<file path="src/rtl/wdog_pkg.sv">
package wdog_pkg;
  localparam int unsigned ADDR_W = 3;

  typedef enum logic [ADDR_W-1:0] {
    A_LOAD  = 3'd0,
    A_COUNT = 3'd1,
    A_CTRL  = 3'd2,
    A_ICLR  = 3'd3,
    A_STAT  = 3'd4,
    A_LOCK  = 3'd5
  } addr_e;

  typedef struct packed {
    logic irq_en;
    logic stall_en;
    logic rst_en;
    logic run_en;
  } ctrl_t;

  localparam int unsigned CTRL_W = $bits(ctrl_t);
endpackage

</file>
<file path="src/rtl/wdog_regs.sv">
module wdog_regs
  import wdog_pkg::*;
#(
  parameter int unsigned       CNT_W    = 32,
  parameter logic [CNT_W-1:0]  KEY      = 32'h5EC0_0D1E,
  parameter logic [CNT_W-1:0]  LOAD_RST = '1
) (
  input  logic              clk_i,
  input  logic              rst_ni,
  input  logic              wr_en_i,
  input  logic [ADDR_W-1:0] addr_i,
  input  logic [CNT_W-1:0]  wdata_i,
  input  logic [CNT_W-1:0]  cnt_i,
  input  logic              pend_i,
  output logic [CNT_W-1:0]  load_o,
  output logic [CNT_W-1:0]  reload_val_o,
  output logic              load_wr_o,
  output logic              irq_clr_o,
  output ctrl_t             ctrl_o,
  output logic              locked_o,
  output logic [CNT_W-1:0]  rdata_o
);
  logic [CNT_W-1:0] load_q;
  ctrl_t            ctrl_q;
  logic             locked_q;
  logic             cfg_ok;
  logic             ctrl_wr;
  logic             lock_wr;

  assign cfg_ok    = wr_en_i && !locked_q;
  assign load_wr_o = cfg_ok && (addr_i == A_LOAD);
  assign irq_clr_o = cfg_ok && (addr_i == A_ICLR);
  assign ctrl_wr   = cfg_ok && (addr_i == A_CTRL);
  // lock register is always writable
  assign lock_wr   = wr_en_i && (addr_i == A_LOCK);

  always_ff @(posedge clk_i or negedge rst_ni) begin
    if (!rst_ni) begin
      load_q   <= LOAD_RST;
      ctrl_q   <= '0;
      locked_q <= 1'b0;
    end else begin
      if (load_wr_o) load_q <= wdata_i;
      if (ctrl_wr)   ctrl_q <= ctrl_t'(wdata_i[CTRL_W-1:0]);
      if (lock_wr)   locked_q <= (wdata_i != KEY);
    end
  end

  // new load value goes straight to the counter on the write edge
  assign reload_val_o = load_wr_o ? wdata_i : load_q;
  assign load_o       = load_q;
  assign ctrl_o       = ctrl_q;
  assign locked_o     = locked_q;

  always_comb begin
    rdata_o = '0;
    case (addr_i)
      A_LOAD:  rdata_o = load_q;
      A_COUNT: rdata_o = cnt_i;
      A_CTRL:  rdata_o = CNT_W'(ctrl_q);
      A_STAT:  rdata_o = CNT_W'(pend_i);
      A_LOCK:  rdata_o = CNT_W'(locked_q);
      default: rdata_o = '0;
    endcase
  end
endmodule

</file>
<file path="src/rtl/wdog_counter.sv">
module wdog_counter #(
  parameter int unsigned      CNT_W    = 32,
  parameter logic [CNT_W-1:0] LOAD_RST = '1
) (
  input  logic             clk_i,
  input  logic             rst_ni,
  input  logic             tick_i,
  input  logic             reload_i,
  input  logic [CNT_W-1:0] reload_val_i,
  output logic [CNT_W-1:0] cnt_o,
  output logic             expire_o
);
  logic [CNT_W-1:0] cnt_q;

  assign expire_o = tick_i && (cnt_q == '0);

  always_ff @(posedge clk_i or negedge rst_ni) begin
    if (!rst_ni) begin
      cnt_q <= LOAD_RST;
    end else if (reload_i || expire_o) begin
      cnt_q <= reload_val_i;
    end else if (tick_i) begin
      cnt_q <= cnt_q - 1'b1;
    end
  end

  assign cnt_o = cnt_q;
endmodule

</file>
<file path="src/rtl/wdog_escalate.sv">
module wdog_escalate (
  input  logic clk_i,
  input  logic rst_ni,
  input  logic expire_i,
  input  logic clr_i,
  input  logic rst_en_i,
  input  logic irq_en_i,
  output logic pend_o,
  output logic irq_o,
  output logic wd_rst_o
);
  logic pend_q;
  logic rst_q;
  logic second_hit;

  // clear write beats a same-cycle expiry
  assign second_hit = expire_i && pend_q && rst_en_i && !clr_i;

  always_ff @(posedge clk_i or negedge rst_ni) begin
    if (!rst_ni) begin
      pend_q <= 1'b0;
      rst_q  <= 1'b0;
    end else begin
      rst_q <= second_hit;
      if (clr_i)           pend_q <= 1'b0;
      else if (second_hit) pend_q <= 1'b0;
      else if (expire_i)   pend_q <= 1'b1;
    end
  end

  assign pend_o   = pend_q;
  assign irq_o    = pend_q && irq_en_i;
  assign wd_rst_o = rst_q;
endmodule

</file>
<file path="src/rtl/wdog_top.sv">
module wdog_top
  import wdog_pkg::*;
#(
  parameter int unsigned      CNT_W    = 32,
  parameter logic [CNT_W-1:0] KEY      = 32'h5EC0_0D1E,
  parameter logic [CNT_W-1:0] LOAD_RST = '1
) (
  input  logic              clk_i,
  input  logic              rst_ni,
  input  logic              wr_en_i,
  input  logic [ADDR_W-1:0] addr_i,
  input  logic [CNT_W-1:0]  wdata_i,
  output logic [CNT_W-1:0]  rdata_o,
  input  logic              halt_i,
  output logic              irq_o,
  output logic              wd_rst_o
);
  logic [CNT_W-1:0] cnt;
  logic [CNT_W-1:0] load_q;
  logic [CNT_W-1:0] reload_val;
  logic             load_wr;
  logic             irq_clr;
  logic             locked;
  logic             pend;
  logic             tick;
  logic             expire;
  ctrl_t            ctrl;

  assign tick = ctrl.run_en && !(ctrl.stall_en && halt_i);

  wdog_regs #(
    .CNT_W   (CNT_W),
    .KEY     (KEY),
    .LOAD_RST(LOAD_RST)
  ) u_regs (
    .clk_i       (clk_i),
    .rst_ni      (rst_ni),
    .wr_en_i     (wr_en_i),
    .addr_i      (addr_i),
    .wdata_i     (wdata_i),
    .cnt_i       (cnt),
    .pend_i      (pend),
    .load_o      (load_q),
    .reload_val_o(reload_val),
    .load_wr_o   (load_wr),
    .irq_clr_o   (irq_clr),
    .ctrl_o      (ctrl),
    .locked_o    (locked),
    .rdata_o     (rdata_o)
  );

  wdog_counter #(
    .CNT_W   (CNT_W),
    .LOAD_RST(LOAD_RST)
  ) u_cnt (
    .clk_i       (clk_i),
    .rst_ni      (rst_ni),
    .tick_i      (tick),
    .reload_i    (load_wr || irq_clr),
    .reload_val_i(reload_val),
    .cnt_o       (cnt),
    .expire_o    (expire)
  );

  wdog_escalate u_esc (
    .clk_i   (clk_i),
    .rst_ni  (rst_ni),
    .expire_i(expire),
    .clr_i   (irq_clr),
    .rst_en_i(ctrl.rst_en),
    .irq_en_i(ctrl.irq_en),
    .pend_o  (pend),
    .irq_o   (irq_o),
    .wd_rst_o(wd_rst_o)
  );
endmodule

</file>
<file path="config.mk">
export PLATFORM = sky130hd
export DESIGN_NAME = wdog_top
export DESIGN_NICKNAME = d
export VERILOG_FILES = /design/src/rtl/wdog_pkg.sv /design/src/rtl/wdog_regs.sv /design/src/rtl/wdog_counter.sv /design/src/rtl/wdog_escalate.sv /design/src/rtl/wdog_top.sv
export SDC_FILE = /design/constraint.sdc
export NUM_CORES = 1
export LEC_CHECK = 0
export ABC_AREA = 0
export CAP_MARGIN = 20
export CELL_PAD_IN_SITES_DETAIL_PLACEMENT = 1
export CELL_PAD_IN_SITES_GLOBAL_PLACEMENT = 2
export CORE_ASPECT_RATIO = 1.4
export CORE_UTILIZATION = 31
export CTS_CLUSTER_DIAMETER = 40
export DETAILED_ROUTE_END_ITERATION = 6
export PLACE_DENSITY_LB_ADDON = 0.1
export REMOVE_ABC_BUFFERS = 1
export SLEW_MARGIN = 20
export SYNTH_ARGS = -nofsm -noshare
export SYNTH_HDL_FRONTEND = slang
export SYNTH_HIERARCHICAL = 1
export SYNTH_SLANG_ARGS = --single-unit
</file>
<file path="constraint.sdc">
create_clock -name clk_i -period 1.9 [get_ports clk_i]
set_input_delay 0.19 -clock clk_i [delete_from_list [all_inputs] [get_ports clk_i]]
set_output_delay 0.19 -clock clk_i [all_outputs]
set_load 0.02 [all_outputs]
</file>
==> reports/qor.csv, run 1 <==
metric;value;unit
Max VDD drop;486;uV
Top FF cell, synth;dfstp_2;
Mapped Area;0.00410;mm2
core box area;0.0129;mm2
area grow syn2layout;58.3;%
die width;99.2;um
outcome;complete, but fails checks;
Clock Skew;0.00528;ns
Startpoint Class;flop;
commonest non-fill, non-tap cell in the layout;buf_4;
Pwr Density;1190;mW/mm2
combinational share of power;39.9;%
die area;0.0137;mm2
DRT antenna net count;0;
vias in the first global route;3925;
Vias/cell;5.22;
WHS;0.387;ns
reg2reg path depth;10;
overall routing resource usage;19.7;%
Num Clock Sinks;71;
initial antenna violation count;0;
Avg Cell Area, Syn;11.1;um2
post-synthesis async set-or-reset flop share;100;%
Post-Synthesis Cells;370;
Rel. slew slack;71.8;%
Post-Route WL;13600;um
Worst setup EP type;flop;
num ports;73;
routed len/inst;19.4;um
final core occ;50.4;%
worst endpoint required time;2.17;ns
largest net degree at the start of global routing;72;
Final Instance Area;0.00649;mm2
Post-DP HPWL;9270;um
Netlist cell types;63;
Final Cycle Share;103;%
Max Cap Viol;0;
setup_tns;-0.320;ns
DP Area;0.00563;mm2
Arr. time, crit path;2.23;ns
final hold violation count;0;
clock latency on the worst-skew pair;0.34;ns
yosys warns;6;
Slew Viols, Final;0;
CP Class;reg -> reg;
layout cells sized above 1;66.4;%
CTS buffer count;9;
min cycle time layout;1.96;ns
crit-path max cell delay;0.39;ns
most frequent cells in the layout;buf_4, dfstp_2, clkdlybuf4s50_1;
sequence of cells on the critical path;a21boi_2 > buf_6 > nor4b_4 > buf_4 > and4_4 > a31oi_4 > buf_12 > buf_4 > buf_6 > a21oi_1;
Hold Path Class;in -> async;
Die H;138;um
Bufs and invs on worst path;5;
Max Clock Freq;509;MHz
diode count;0;
worst r2r dst;u_cnt/cnt_o[18]$_DFFE_PN1P_;
H-tree depth;3;
Clock Path Buffers;2;
nets;582;
# setup viols final;9;
via count;3653;
CTS tree;built;
Crit Reg-Reg Startpoint;u_regs/ctrl_o[2]$_DFFE_PN0P_;
clk root buf;clkbuf_16;
post-route DRC violation count;0;
Sw Pwr;2.48;mW
final setup margin;-0.0632;ns
critical path peak fanout;8;
flops & latches, synth;71;
Post-synth EDFFs;0;
Max stage delay cell, worst path;dfrtp_1;
row count;49;
sequential area share after synthesis;45.3;%
Reg power frac;37.0;%
worst reg2reg setup slack;-0.06;ns
initial core utilization;31.8;%
placer congestion estimate;0.782;
Clk pwr share;23.1;%
cell internal pwr;5.21;mW
sw frac;32.3;%
GR Overflow Total;0;
unrepaired setup endpoints after global routing;yes;
first-pass GRT wire length;20700;um
Clock transition at path regs;0.06;ns
Slew @ Worst Pin;0.422;ns
1st-iter DRT viols;106;
failing checks;negative setup slack;
Leak;2.69;nW
I/O Buffers;72;
CP delay by family, top;buffers and inverters;
1st-pass router iterations;4;
[state kept, by name (all words and copies together), names as in the netlist]
register and count:
u_regs/ctrl_o 4, u_regs/load_o 32, u_esc/pend_o 1, u_esc/wd_rst_o 1, u_cnt/cnt_o 32, u_regs/locked_o 1
[cell usage after synthesis (all sizes together) (2+ instances only)]
master,n,area share (%)
xor2,4,0.85
or4bb,2,0.55
a21oi,30,3.8
nor2,45,4.1
mux2i,3,0.73
nor3b,2,0.64
buf,13,2.8
and4,2,0.43
mux2,37,10
a22o,28,6.6
nand4b,3,0.64
nor3,11,1.7
or3,4,0.61
nand2,9,0.82
o21ai,2,0.24
nand3,7,0.98
dfrtp,7,4.3
or4,5,1.1
nor4b,2,0.79
inv,8,0.73
xnor2,23,4.9
or2,6,0.92
dfstp,64,41
nor4,15,2.8
or4b,4,0.98
a31oi,4,0.61
nand4,2,0.31
clkbuf,7,0.64
[worst min-delay path: stages]
cell and delay, ns:
dlygate4sd3_1 0.52, buf_2 0.12, buf_12 0.30
[metal layers]
metal  GRT usage (%)  share of wire [%]  vias up
li1                -                  -     1721
met2            34.7                 54       69
met5               0                  0        -
met4            6.81                1.6        0
met3            3.08                2.9       20
met1            24.2                 42     1843
[area by class of cell]
type,count,area (um2)
Clock inverter,7,87.6
Fill cell,1382,6390
Multi-Input combinational cell,271,2490
Clock buffer,9,225
Sequential cell,71,1860
Inverter,8,30.0
Tap cell,153,191
Timing Repair Buffer,181,1610
[repair_timing]
| action | 4_1_cts | 5_1_grt |
|---|---|---|
| setup buffers | 6 | 7 |
| resized for setup | 140 | 101 |
| pin swaps | 8 | 7 |
| setup endpoints to repair | 66 | 59 |
| hold buffers | 1 | 0 |
| hold endpoints to repair | 7 | 0 |
| gates cloned | 1 | 5 |
[worst max path at each step]
stage	startpoint	end	slack [ns]	cells past startpoint
2_1_floorplan	u_cnt/cnt_o[11]$_DFFE_PN1P_	u_cnt/cnt_o[26]$_DFFE_PN1P_	-1.79	5
5_1_grt	u_regs/ctrl_o[2]$_DFFE_PN0P_	u_cnt/cnt_o[18]$_DFFE_PN1P_	-0.17	10
6_report	u_regs/ctrl_o[2]$_DFFE_PN0P_	u_cnt/cnt_o[18]$_DFFE_PN1P_	-0.06	10
3_3_place_gp	halt_i	u_cnt/cnt_o[27]$_DFFE_PN1P_	-0.46	9
4_1_cts	addr_i[0]	rdata_o[7]	-0.06	7
3_5_place_dp	halt_i	u_cnt/cnt_o[4]$_DFFE_PN1P_	-0.46	10
[power groups by stage]
stage          clock, mW  sequential [mW]  combinational [mW]
2_1_floorplan          0             2.93                1.21
3_3_place_gp           0             2.81                2.62
3_5_place_dp           0             2.84                2.69
4_1_cts             1.84             2.85                2.73
5_1_grt             1.89             2.94                3.29
6_report            1.78             2.85                3.07
[through the flow]
step	instances	setup slack, ns	total power, mW
final	700	-0.0632	7.70
after global routing	700	-0.168	8.12
after CTS	689	-0.0644	7.42
after detailed placement	665	-0.465	5.53
after global placement	665	-0.463	5.43
after floorplan	350	-1.79	4.14
[cells by family (layout without fill, tap and decap cells)]
group / Yosys count / count (layout) / synth area share (%)
mux: 41 / 41 / 11.5
fa+ha+maj: 1 / 1 / 0.305
simple gates: 128 / 128 / 19.6
flops: 71 / 71 / 45.3
xor+xnor: 27 / 27 / 5.77
buf+inv: 28 / 205 / 4.18
compound gates: 74 / 74 / 13.3
No activity file was read; power rests on OpenSTA's default activity.
==> run 2, diff against run 1 <==
- PLACE_DENSITY: unset -> 0.74
- PLACE_DENSITY_LB_ADDON: 0.1 -> unset
==> run 2 against run 1 <==
  * The flow still finishes with violations (negative setup slack)
  * Highest routed layer unchanged
  * Clock skew rose by 0.0010 ns
  * Worst setup slack got worse by 0.020 ns
  * Sequential power up 2%
  * Register-to-register slack lost 0.02 ns
  * Core utilization is 1.6 points lower
  * Clock power about the same
  * Final area is 3.3% lower
  * Worst hold slack got worse by 0.032 ns
  * Die area unchanged
  * Largest cell class unchanged
  * Total power shrank 1.9%
  * Maximum frequency down 1.0%
  * Routed wire length up 2.6%
==> reports/qor.csv, run 2 (same netlist as run 1, synthesis figures left out) <==
metric;value;unit;change
Worst setup EP type;flop;;
# setup viols final;27;;+18
1st-iter DRT viols;110;;+3.8%
CP Class;reg -> reg;;
crit-path max cell delay;0.56;ns;+0.17 ns
crit path from;u_cnt/cnt_o[17]$_DFFE_PN1P_;;
routed len/inst;20.2;um;+4.3%
critical path peak fanout;15;;+7
vias in the first global route;4008;;+2.1%
outcome;complete, but fails checks;;
num ports;73;;unchanged
Leak;2.59;nW;-3.8%
Slew @ Worst Pin;0.526;ns;+0.104 ns
final hold violation count;0;;unchanged
core box area;0.0129;mm2;unchanged
post-route DRC violation count;0;;unchanged
Hold Path Class;in -> async;;
commonest non-fill, non-tap cell in the layout;buf_4;;
die width;99.2;um;unchanged
CTS tree;built;;
setup_tns;-0.631;ns;-0.311 ns
Crit Reg-Reg Startpoint;u_cnt/cnt_o[17]$_DFFE_PN1P_;;
via count;3599;;-1.5%
DRT antenna net count;0;;unchanged
nets;571;;-1.9%
GR Overflow Total;0;;unchanged
Slew Viols, Final;0;;unchanged
worst endpoint required time;2.16;ns;about the same
clk root buf;clkbuf_16;;
CTS buffer count;9;;unchanged
DP Area;0.00558;mm2;-0.80%
placer congestion estimate;0.774;;-0.97%
Max VDD drop;581;uV;+19%
Final Cycle Share;104;%;+1.1 points
die area;0.0137;mm2;unchanged
Clock transition at path regs;0.06;ns;about the same
Startpoint Class;flop;;
H-tree depth;3;;unchanged
Post-Route WL;13900;um;+2.6%
Max stage delay cell, worst path;or4_4;;
Max Clock Freq;504;MHz;-1.0%
row count;49;;unchanged
sequence of cells on the critical path;or4_4 > nor3_4 > buf_6 > a31oi_4 > buf_4 > clkbuf_16 > a21oi_1;;
area grow syn2layout;53.1;%;
Vias/cell;5.22;;about the same
initial antenna violation count;0;;unchanged
Max Cap Viol;0;;unchanged
diode count;0;;unchanged
min cycle time layout;1.98;ns;+0.0202 ns
initial core utilization;31.8;%;unchanged
Num Clock Sinks;71;;unchanged
Pwr Density;1200;mW/mm2;+1.4%
Rel. slew slack;64.6;%;-7.2 points
1st-pass router iterations;4;;unchanged
I/O Buffers;72;;unchanged
Clock Path Buffers;2;;unchanged
first-pass GRT wire length;21100;um;+2.1%
final setup margin;-0.0834;ns;-0.0202 ns
Die H;138;um;unchanged
Post-DP HPWL;9090;um;-1.9%
Final Instance Area;0.00627;mm2;-3.3%
failing checks;negative setup slack;;
overall routing resource usage;20.1;%;+0.40 points
Arr. time, crit path;2.24;ns;about the same
unrepaired setup endpoints after global routing;yes;;
most frequent cells in the layout;buf_4, dfstp_2, clkdlybuf4s50_1;;
layout cells sized above 1;63.1;%;-3.3 points
Clock Skew;0.00628;ns;+0.000998 ns
clock latency on the worst-skew pair;0.34;ns;about the same
largest net degree at the start of global routing;54;;-25%
WHS;0.355;ns;-0.0320 ns
==> run 2: area by class of cell <==
cell class,count,area (um2)
inverters,8,30.0
flip-flops and latches,71,1860
repair buffers,170,1490
clock buffers,13,270
multi-input cells,271,2400
well taps,153,191
fillers,1404,6600
clock inverters,3,40.0
==> run 2: through the flow <==
stage | util (%) | total power [mW] | instances | setup slack (ns)
floorplan | - | 4.14 | 350 | -1.79
global placement | 43.4 | 5.35 | 659 | -0.367
detailed placement | 43.4 | 5.47 | 659 | -0.394
CTS | 46.6 | 7.30 | 682 | -0.00653
global route | 48.7 | 7.95 | 689 | -0.126
finish | 48.7 | 7.55 | 689 | -0.0834
==> run 2: per-layer routing <==
layer  vias to the layer above  GRT usage [%]  routed length, um
met3                        18           3.19                352
li1                       1694              -                  -
met2                        51           36.6               7620
met5                         -              0                  0
met4                         0           7.59                275
met1                      1836           23.4               5660
==> run 2: worst paths after layout <==
kind                                           endpoint  slack, ns  depth (start not counted)
max reg2reg                  u_cnt/cnt_o[4]$_DFFE_PN1P_      -0.08                          7
max                          u_cnt/cnt_o[4]$_DFFE_PN1P_      -0.08                          7
min                        u_regs/ctrl_o[2]$_DFFE_PN0P_       0.36                          2
min reg2reg                u_regs/ctrl_o[3]$_DFFE_PN0P_       0.53                          1
max in group asynchronous   u_cnt/cnt_o[29]$_DFFE_PN1P_       0.83                          3
min in group clk_i          u_regs/load_o[10]$_DFF_PN1_       0.51                          2
==> run 2: repair_timing <==
action,CTS,global route
endpoints found under the setup margin,64,49
gates resized for setup,130,74
hold buffers,1,0
cloned,2,3
buffers inserted,4,5
hold endpoints to repair,7,0
pin swaps,7,8
==> run 2: where the power goes <==
part,leakage [nW],internal [mW],switching [mW]
clock,0.156,1.12,0.635
sequential,0.759,2.46,0.442
combinational,1.68,1.51,1.38
total,2.59,5.09,2.46
==> run 2: critical path: cells and delay by family, from the launching register on <==
kind,cells,cell delay (ns)
buffers and inverters,3,0.49
flip-flops,1,0.37
AO/OA/AOI/OAI,2,0.26
AND/OR/NAND/NOR,2,0.78
